===== config.mk =====
export PLATFORM = sky130hd
export DESIGN_NAME = mii_rmii_bridge
export DESIGN_NICKNAME = d
export VERILOG_FILES = /design/src/rtl/bridge_pkg.sv /design/src/rtl/bridge_pacer.sv /design/src/rtl/bridge_tx.sv /design/src/rtl/bridge_rx.sv /design/src/rtl/mii_rmii_bridge.sv
export SDC_FILE = /design/constraint.sdc
export NUM_CORES = 1
export LEC_CHECK = 0
export BUFFER_PORTS_ARGS = -buffer_cell sky130_fd_sc_hd__buf_4
export CAP_MARGIN = 40
export CORE_AREA = 3 3 54 56
export DETAILED_ROUTE_END_ITERATION = 8
export DIE_AREA = 0 0 57 59
export SYNTH_ARGS = -nofsm -noshare
export SYNTH_HDL_FRONTEND = slang
export SYNTH_HIERARCHICAL = 1
export SYNTH_SLANG_ARGS = --single-unit

===== constraint.sdc =====
create_clock -name clk -period 2.2 [get_ports clk]
set_input_delay 0.11 -clock clk [delete_from_list [all_inputs] [get_ports clk]]
set_output_delay 0.11 -clock clk [all_outputs]
set_load 0.01 [all_outputs]

===== src/rtl/bridge_pkg.sv =====
package bridge_pkg;

    localparam int PAIR_W = 2;
    localparam int NIB_W  = 2 * PAIR_W;

    typedef logic [PAIR_W-1:0] pair_t;
    typedef logic [NIB_W-1:0]  nib_t;

    localparam pair_t IDLE_PAIR  = 2'b00;
    localparam pair_t ERR_PAIR   = 2'b11;
    localparam pair_t START_PAIR = 2'b01;

    typedef struct packed {
        logic valid;
        logic err;
        nib_t nib;
    } tx_word_t;

    typedef enum logic [1:0] {
        RX_HUNT,
        RX_LOW,
        RX_HIGH
    } rx_state_e;

    // Choose the pair to send for one half of a captured transmit word.
    function automatic pair_t pick_pair(tx_word_t w, logic upper);
        if (!w.valid)
            return IDLE_PAIR;
        if (w.err)
            return ERR_PAIR;
        return upper ? w.nib[NIB_W-1:PAIR_W] : w.nib[PAIR_W-1:0];
    endfunction

endpackage


===== src/rtl/bridge_pacer.sv =====
module bridge_pacer #(
    parameter int HOLD = 10
) (
    input  logic clk,
    input  logic rst,
    input  logic rate_fast,
    output logic pair_stb,
    output logic upper,
    output logic nib_tick
);

    localparam int CNT_W = (HOLD > 1) ? $clog2(HOLD) : 1;
    localparam logic [CNT_W-1:0] LAST = CNT_W'(HOLD - 1);

    logic [CNT_W-1:0] div_q;
    logic             upper_q;

    assign pair_stb = rate_fast || (div_q == '0);
    assign upper    = upper_q;
    assign nib_tick = pair_stb && !upper_q;

    always_ff @(posedge clk) begin
        if (rst) begin
            div_q   <= '0;
            upper_q <= 1'b0;
        end else begin
            if (rate_fast || div_q == LAST)
                div_q <= '0;
            else
                div_q <= div_q + 1'b1;
            if (pair_stb)
                upper_q <= ~upper_q;
        end
    end

    generate
        if (HOLD > 1) begin : g_gap_chk
            // At the slow rate a pair slot is never followed directly by another.
            assert_slow_gap_R4: assert property (@(posedge clk) disable iff (rst)
                (!rate_fast && pair_stb) |=> (rate_fast || !pair_stb));
        end
    endgenerate

endmodule


===== src/rtl/bridge_tx.sv =====
module bridge_tx
    import bridge_pkg::*;
(
    input  logic  clk,
    input  logic  rst,
    input  logic  pair_stb,
    input  logic  upper,
    input  logic  mac_tx_valid,
    input  logic  mac_tx_err,
    input  nib_t  mac_tx_nib,
    output logic  red_tx_valid,
    output pair_t red_tx_pair
);

    tx_word_t word_q;
    tx_word_t word_in;

    assign word_in = '{valid: mac_tx_valid, err: mac_tx_err, nib: mac_tx_nib};

    always_ff @(posedge clk) begin
        if (rst) begin
            word_q       <= '0;
            red_tx_valid <= 1'b0;
            red_tx_pair  <= IDLE_PAIR;
        end else if (pair_stb) begin
            if (!upper) begin
                word_q       <= word_in;
                red_tx_valid <= word_in.valid;
                red_tx_pair  <= pick_pair(word_in, 1'b0);
            end else begin
                red_tx_pair  <= pick_pair(word_q, 1'b1);
            end
        end
    end

    // An idle transmit output never carries a non-zero pair.
    assert_idle_zero_R3: assert property (@(posedge clk) disable iff (rst)
        !red_tx_valid |-> red_tx_pair == IDLE_PAIR);

    // Outside a pair slot the transmit outputs hold their value.
    assert_hold_pair_R4: assert property (@(posedge clk) disable iff (rst)
        !pair_stb |=> ($stable(red_tx_pair) && $stable(red_tx_valid)));

    // A captured errored nibble goes out as the error pair.
    assert_err_pattern_R5: assert property (@(posedge clk) disable iff (rst)
        (pair_stb && !upper && mac_tx_valid && mac_tx_err) |=> red_tx_pair == ERR_PAIR);

endmodule


===== src/rtl/bridge_rx.sv =====
module bridge_rx
    import bridge_pkg::*;
(
    input  logic  clk,
    input  logic  rst,
    input  logic  pair_stb,
    input  logic  red_rx_live,
    input  pair_t red_rx_pair,
    input  logic  red_rx_err,
    output logic  mac_rx_valid,
    output nib_t  mac_rx_nib,
    output logic  mac_rx_err,
    output logic  mac_rx_stb
);

    rx_state_e state_q;
    pair_t     low_q;
    logic      err_q;

    always_ff @(posedge clk) begin
        if (rst) begin
            state_q      <= RX_HUNT;
            low_q        <= IDLE_PAIR;
            err_q        <= 1'b0;
            mac_rx_valid <= 1'b0;
            mac_rx_nib   <= '0;
            mac_rx_err   <= 1'b0;
            mac_rx_stb   <= 1'b0;
        end else begin
            mac_rx_stb <= 1'b0;
            if (pair_stb) begin
                if (!red_rx_live) begin
                    state_q      <= RX_HUNT;
                    mac_rx_valid <= 1'b0;
                    mac_rx_nib   <= '0;
                    mac_rx_err   <= 1'b0;
                end else begin
                    case (state_q)
                        RX_HUNT: begin
                            if (red_rx_pair == START_PAIR) begin
                                low_q   <= red_rx_pair;
                                err_q   <= red_rx_err;
                                state_q <= RX_HIGH;
                            end
                        end
                        RX_LOW: begin
                            low_q   <= red_rx_pair;
                            err_q   <= red_rx_err;
                            state_q <= RX_HIGH;
                        end
                        RX_HIGH: begin
                            mac_rx_nib   <= {red_rx_pair, low_q};
                            mac_rx_err   <= err_q | red_rx_err;
                            mac_rx_valid <= 1'b1;
                            mac_rx_stb   <= 1'b1;
                            state_q      <= RX_LOW;
                        end
                        default: state_q <= RX_HUNT;
                    endcase
                end
            end
        end
    end

    // A nibble strobe always comes with valid data.
    assert_stb_valid_R7: assert property (@(posedge clk) disable iff (rst)
        mac_rx_stb |-> mac_rx_valid);

    // The strobe lasts a single cycle.
    assert_stb_single_R7: assert property (@(posedge clk) disable iff (rst)
        mac_rx_stb |=> !mac_rx_stb);

    // A dead carrier at a sample clears the receive outputs.
    assert_carrier_drop_R8: assert property (@(posedge clk) disable iff (rst)
        (pair_stb && !red_rx_live) |=> (!mac_rx_valid && mac_rx_nib == '0 && !mac_rx_err));

endmodule


===== src/rtl/mii_rmii_bridge.sv =====
module mii_rmii_bridge
    import bridge_pkg::*;
#(
    parameter int SLOW_HOLD = 10
) (
    input  logic       clk,
    input  logic       rst,
    input  logic       rate_fast,
    output logic       nib_tick,
    input  logic       mac_tx_valid,
    input  logic       mac_tx_err,
    input  logic [3:0] mac_tx_nib,
    output logic       red_tx_valid,
    output logic [1:0] red_tx_pair,
    input  logic       red_rx_live,
    input  logic [1:0] red_rx_pair,
    input  logic       red_rx_err,
    output logic       mac_rx_valid,
    output logic [3:0] mac_rx_nib,
    output logic       mac_rx_err,
    output logic       mac_rx_stb
);

    logic pair_stb;
    logic upper;

    bridge_pacer #(.HOLD(SLOW_HOLD)) u_pacer (
        .clk       (clk),
        .rst       (rst),
        .rate_fast (rate_fast),
        .pair_stb  (pair_stb),
        .upper     (upper),
        .nib_tick  (nib_tick)
    );

    bridge_tx u_tx (
        .clk          (clk),
        .rst          (rst),
        .pair_stb     (pair_stb),
        .upper        (upper),
        .mac_tx_valid (mac_tx_valid),
        .mac_tx_err   (mac_tx_err),
        .mac_tx_nib   (mac_tx_nib),
        .red_tx_valid (red_tx_valid),
        .red_tx_pair  (red_tx_pair)
    );

    bridge_rx u_rx (
        .clk          (clk),
        .rst          (rst),
        .pair_stb     (pair_stb),
        .red_rx_live  (red_rx_live),
        .red_rx_pair  (red_rx_pair),
        .red_rx_err   (red_rx_err),
        .mac_rx_valid (mac_rx_valid),
        .mac_rx_nib   (mac_rx_nib),
        .mac_rx_err   (mac_rx_err),
        .mac_rx_stb   (mac_rx_stb)
    );

endmodule


# Yosys cells after proc, flatten, opt, wreduce, memory -nomap -nowiden
# Index checks and enable logic that the tools add are counted.
# Widths: inputs -> output; s select.
# totals
register_bits	25
latchBits	0
mem_bits_rw	0
mem_bits_ro	0
inputBits	13
elab_cells	79
mem_count	0
# op_classes
addsub	1
n_mul	0
div	0
order_cmp	0
eq_ne	7
n_shift	0
n_mux	41
n_bitwise	4
reduce_logical	13
# ops
op	count
$mux 1	24
$mux 2	12
$mux 4	2
$pmux 2 s3	1
$reduce_and 2->1	3
$add 4x1->4 const B	1
$eq 2x1->1 const B	2
$eq 4x4->1 const B	1
$logic_not 4->1	1
$ne 2x1->1 const B	2
$pmux 2 s2	1
$reduce_and 4->1	1
$ne 3x2->1 const B	1
$not 1->1	3
$reduce_or 3->1	1
$eq 2x2->1 const B	1
$logic_not 2->1	1
$logic_or 1x1->1	2
$pmux 1 s2	1
$reduce_bool 2->1	1
$reduce_or 2->1	1
$logic_and 1x1->1	1
$logic_not 1->1	1
$or 1x1->1	1

# Logic depth before layout (Yosys ltp)
# depth
ltp_word	11
depth_mapped	8
mapped_depth_nobuf	7

# Cells and area by module
# Netlist, hierarchy kept.
# by_module_without_submodules
module	n_inst	cells_each	area_per_inst_um2
bridge_rx	1	41	489.2
bridge_tx	1	25	247.7
bridge_pacer	1	28	244.0

# Worst setup path before layout
# Ideal clock, no wire load.
# synth_timing
path_type	reg-to-reg
startpoint	register u_pacer.div_q[0]
endpoint	register u_rx.mac_rx_err
setup_time_ns	0.059
arrival_ns	1.482
required_time_ns	2.141
setup_slack_ns	0.658
path_stages_with_launch	8
n_path_buf	0
path_cell_list	dfxtp_1 inv_1 ha_1 a21oi_2 inv_1 or2_2 o21ai_2 a22o_1
# synth_via
elab_chain_len	3
# synth_lines
element	line	text
start, declared	bridge_pacer.sv:15	logic [CNT_W-1:0] div_q;
start signal, assigned	bridge_pacer.sv:30	div_q <= div_q + 1'b1;
$logic_not 4->1	bridge_pacer.sv:18	assign pair_stb = rate_fast || (div_q == '0);
$logic_or 1x1->1	bridge_pacer.sv:18	
named net pair_stb	mii_rmii_bridge.sv:24	logic pair_stb;
$reduce_and 2->1 (no line)	n/a	
end signal, assigned	bridge_rx.sv:53	mac_rx_err <= err_q | red_rx_err;
end, declared	bridge_rx.sv:12	output logic mac_rx_err,
# The timed path passes the listed nets, and every way through them passes these cells.
# A chain may end at the register's enable or synchronous reset.

# Final worst setup path
# layout_timing
startpoint	register u_pacer.div_q[0]
endpoint	register u_rx.mac_rx_nib[0]
# layout_via
elab_chain_len	3
# layout_lines
element	line	text
$logic_not 4->1	bridge_pacer.sv:18	
$logic_or 1x1->1	bridge_pacer.sv:18	
named net pair_stb	mii_rmii_bridge.sv:24	
$reduce_and 2->1 (no line)	n/a	
end signal, assigned	bridge_rx.sv:52	mac_rx_nib <= {red_rx_pair, low_q};
end, declared	bridge_rx.sv:11	output nib_t mac_rx_nib,
# The timed path passes the listed nets, and every way through them passes these cells.

==> impl_metrics.env <==
export IMPL_arrival_ns=2.00
export IMPL_switchingPower_mw=0.180
export IMPL_multi_input_area_um2=489
export IMPL_rows=18
export IMPL_synthArstFlopShare=0
export IMPL_drive_gt1_frac=0.319
export IMPL_cts_resized=0
export IMPL_die_h_um=59
export IMPL_antenna_left=0
export IMPL_synth_area_leaders="dfxtp_1 47%, mux2i_1 7.1%, nor2_1 5.4%, a22o_1 4.5%, ha_1 3.8%"
export IMPL_crit_path_frequent_cell="inv_1"
export IMPL_yosys_warnings=6
export IMPL_antennaDiodeCount=0
export IMPL_intPower_mw=0.558
export IMPL_mappedNetlistArea_um2=981
export IMPL_max_freq_mhz=573
export IMPL_clkLatencyLatePin_ns=0.30
export IMPL_cts_root_buf="clkbuf_4"
export IMPL_cts_buffers=3
export IMPL_p_sw_frac=0.243
export IMPL_placed_cell_area_um2=1180
export IMPL_vias=708
export IMPL_worst_clock_skew_ns=0.00365
export IMPL_required_ns=2.45
export IMPL_crit_path_max_fanout=8
export IMPL_cts_tree="yes"
export IMPL_drt_iter0_drc=16
export IMPL_htree_levels=1
export IMPL_post_cts_buffers=0
export IMPL_fillers=246
export IMPL_final_area_um2=1210
export IMPL_fin_crit_ns=1.74
export IMPL_tns_ns=0
export IMPL_use_met2=0.173
export IMPL_synth_main_ff_cell="dfxtp_1"
export IMPL_syn_area_per_cell_um2=10.4
export IMPL_place_hpwl_mm=1.32
export IMPL_place_ws_ns=0.467
export IMPL_end_kind="flop"
export IMPL_clock_path_buffers=2
export IMPL_layout_cells_non_filler=149
export IMPL_hold_path_class="in2reg"
export IMPL_grt_pass1_wl_mm=2.93
export IMPL_hold_buffers=0
export IMPL_power_frac_comb=0.140
export IMPL_dr_pass1_iters=4
export IMPL_finalMaxSlewViolations=0
export IMPL_port_buffers=23
export IMPL_path_cells="inv_1, ha_1, a21oi_2, inv_1, or2_2, o21ai_2, a22o_1"
export IMPL_path_clk_slew_ns=0.12
export IMPL_synth_distinct_cells=31
export IMPL_routed_via_density=4.75
export IMPL_clockPowerShare=0.254
export IMPL_post_route_util=0.487
export IMPL_p_total_mw=0.737
export IMPL_ir_worst_vdd_mv=0.441
export IMPL_top_usage_layer="met2"
export IMPL_netlist_instances=94
export IMPL_clock_sinks=23
export IMPL_wire_per_inst_um=11.3
export IMPL_p_per_area_nw_per_um2=611
export IMPL_rsz0062_at_grt="false"
export IMPL_setup_ws_ns=0.456
export IMPL_synth_seq_cells=23
export IMPL_synthToLayoutAreaGrowth_pct=23.0
export IMPL_yosysTopAreaCell="dfxtp_1"
export IMPL_gr_total_overflow=0
export IMPL_dp_cells=145
export IMPL_yosysTopAreaCellShare=0.469
export IMPL_initial_core_util=0.396
export IMPL_antenna_found_initial=0
export IMPL_grt_start_max_net_pins=20
export IMPL_finalCritPeriodShare=0.793
export IMPL_grt_pass1_vias=701
export IMPL_hold_worst_slack_ns=0.0280
export IMPL_die_width_um=57
export IMPL_crit_path_start_kind="flop"
export IMPL_seqPwrFrac=0.606
export IMPL_cp_slowest_cell="dfxtp_1"
export IMPL_leakage_nw=0.544
export IMPL_status="completed"
export IMPL_setup_viol=0
export IMPL_grtUsageMet1=0.142
export IMPL_synth_common_cells="23 x dfxtp_1, 14 x nor2_1, 7 x mux2i_1"
export IMPL_finalHoldViolCount=0
export IMPL_routed_wl_mm=1.69
export IMPL_gr_usage_all_layers=0.110
export IMPL_io_pins=24
export IMPL_drc=0
export IMPL_drv_cap=0
export IMPL_coreArea_um2=2480
export IMPL_gp_congestion=0.767
export IMPL_critPathKind="reg2reg"
export IMPL_num_nets_final=136
export IMPL_slowest_delay_ns=0.42
export IMPL_yosysMostFrequentCell="dfxtp_1"
export IMPL_seq_area_frac_synth=0.469
export IMPL_worst_pin_slew_ns=0.443
export IMPL_synthesis_nets=110
export IMPL_seqCellArea_um2=460
export IMPL_synth_edf_count=0
export IMPL_slew_limit_headroom=0.701
export IMPL_use_met3=0.0283
export IMPL_dieArea_um2=3360
## worst paths after layout
| path | start | end | slack, ns | depth (start not counted) |
|---|---|---|---|---|
| setup / recovery | u_pacer/div_q[0] | u_rx/mac_rx_nib[0] | 0.46 | 7 |
| hold / removal | red_rx_pair[1] | u_rx/mac_rx_nib[3] | 0.03 | 2 |
| setup reg to reg | u_pacer/div_q[0] | u_rx/mac_rx_nib[0] | 0.46 | 7 |
| hold reg to reg | u_rx/mac_rx_valid | u_rx/mac_rx_valid | 0.47 | 1 |
## layout by cell type (no fill, tap or decap)
master,netlist,final
a211oi_2,1,1
a21o_1,1,1
a21oi_2,1,1
a22o_1,5,5
a311oi_1,2,2
and2b_1,2,2
buf_4,1,23
clkbuf_4,0,3
clkinv_2,0,1
dfxtp_1,23,23
ha_1,3,3
inv_1,5,5
mux2_4,1,1
mux2i_1,7,7
nand2_1,2,2
nand2b_1,3,3
nand2b_2,1,1
nand2b_4,1,1
nand3_1,1,1
nor2_1,14,14
nor2b_1,2,2
nor3b_4,1,1
o211ai_1,2,2
o21ai_0,1,1
o21ai_2,1,1
o21ba_1,1,1
o21bai_1,3,3
or2_2,2,2
or2b_1,2,2
or2b_2,2,2
xnor2_1,1,1
xor2_1,1,1
## power by group through the flow
| stage | registers [mW] | clock network [mW] | logic, mW |
|---|---|---|---|
| detailed placement | 0.456 | 0 | 0.105 |
| global route | 0.450 | 0.216 | 0.115 |
| finish | 0.447 | 0.188 | 0.103 |
| CTS | 0.447 | 0.202 | 0.105 |
| floorplan | 0.456 | 0 | 0.0618 |
| global placement | 0.456 | 0 | 0.103 |
## flip-flops by register name, indices dropped and copies added, names as in the netlist
register,count
u_rx/mac_rx_nib,4
u_rx/mac_rx_stb,1
u_rx/mac_rx_err,1
u_tx/red_tx_pair,2
u_rx/state_q,2
u_tx/word_q,4
u_rx/err_q,1
u_rx/low_q,2
u_pacer/upper,1
u_rx/mac_rx_valid,1
u_pacer/div_q,4
## cell type report
class / instances / share of cell area
Clock buffer: 3 / 0.0187
Clock inverter: 1 / 0.00415
Multi-Input combinational cell: 64 / 0.406
Timing Repair Buffer: 23 / 0.143
Inverter: 5 / 0.0156
Tap cell: 30 / 0.0311
Sequential cell: 23 / 0.382
## critical path, delay by kind of cell, from the launching register on
kind                       cells  cell delay [ns]
adders and majority gates      1             0.20
buffers and inverters          2             0.21
DFF                            1             0.42
and+or+nand+nor                1             0.34
AOI/OAI and AO/OA              3             0.53
## cells by family (layout without fill, tap and decap cells)
logic type                 after synthesis  count (layout)  synth area share
and+or+nand+nor                         33              33             0.202
xor gates and xnor gates                 2               2            0.0179
adders and majority gates                3               3            0.0383
DFF                                     23              23             0.469
buffers and inverters                    7              32            0.0319
muxes                                    8               8            0.0867
AOI/OAI and AO/OA                       18              18             0.154
## per-layer routing
| metal | wire length, um | part of all wire | vias to the layer above |
|---|---|---|---|
| li1 | - | - | 370 |
| met1 | 812 | 0.48 | 325 |
| met2 | 796 | 0.47 | 13 |
| met3 | 76 | 0.045 | 0 |
| met4 | 0 | 0 | 0 |
| met5 | 0 | 0 | - |
No activity file was read; power rests on OpenSTA's default activity.
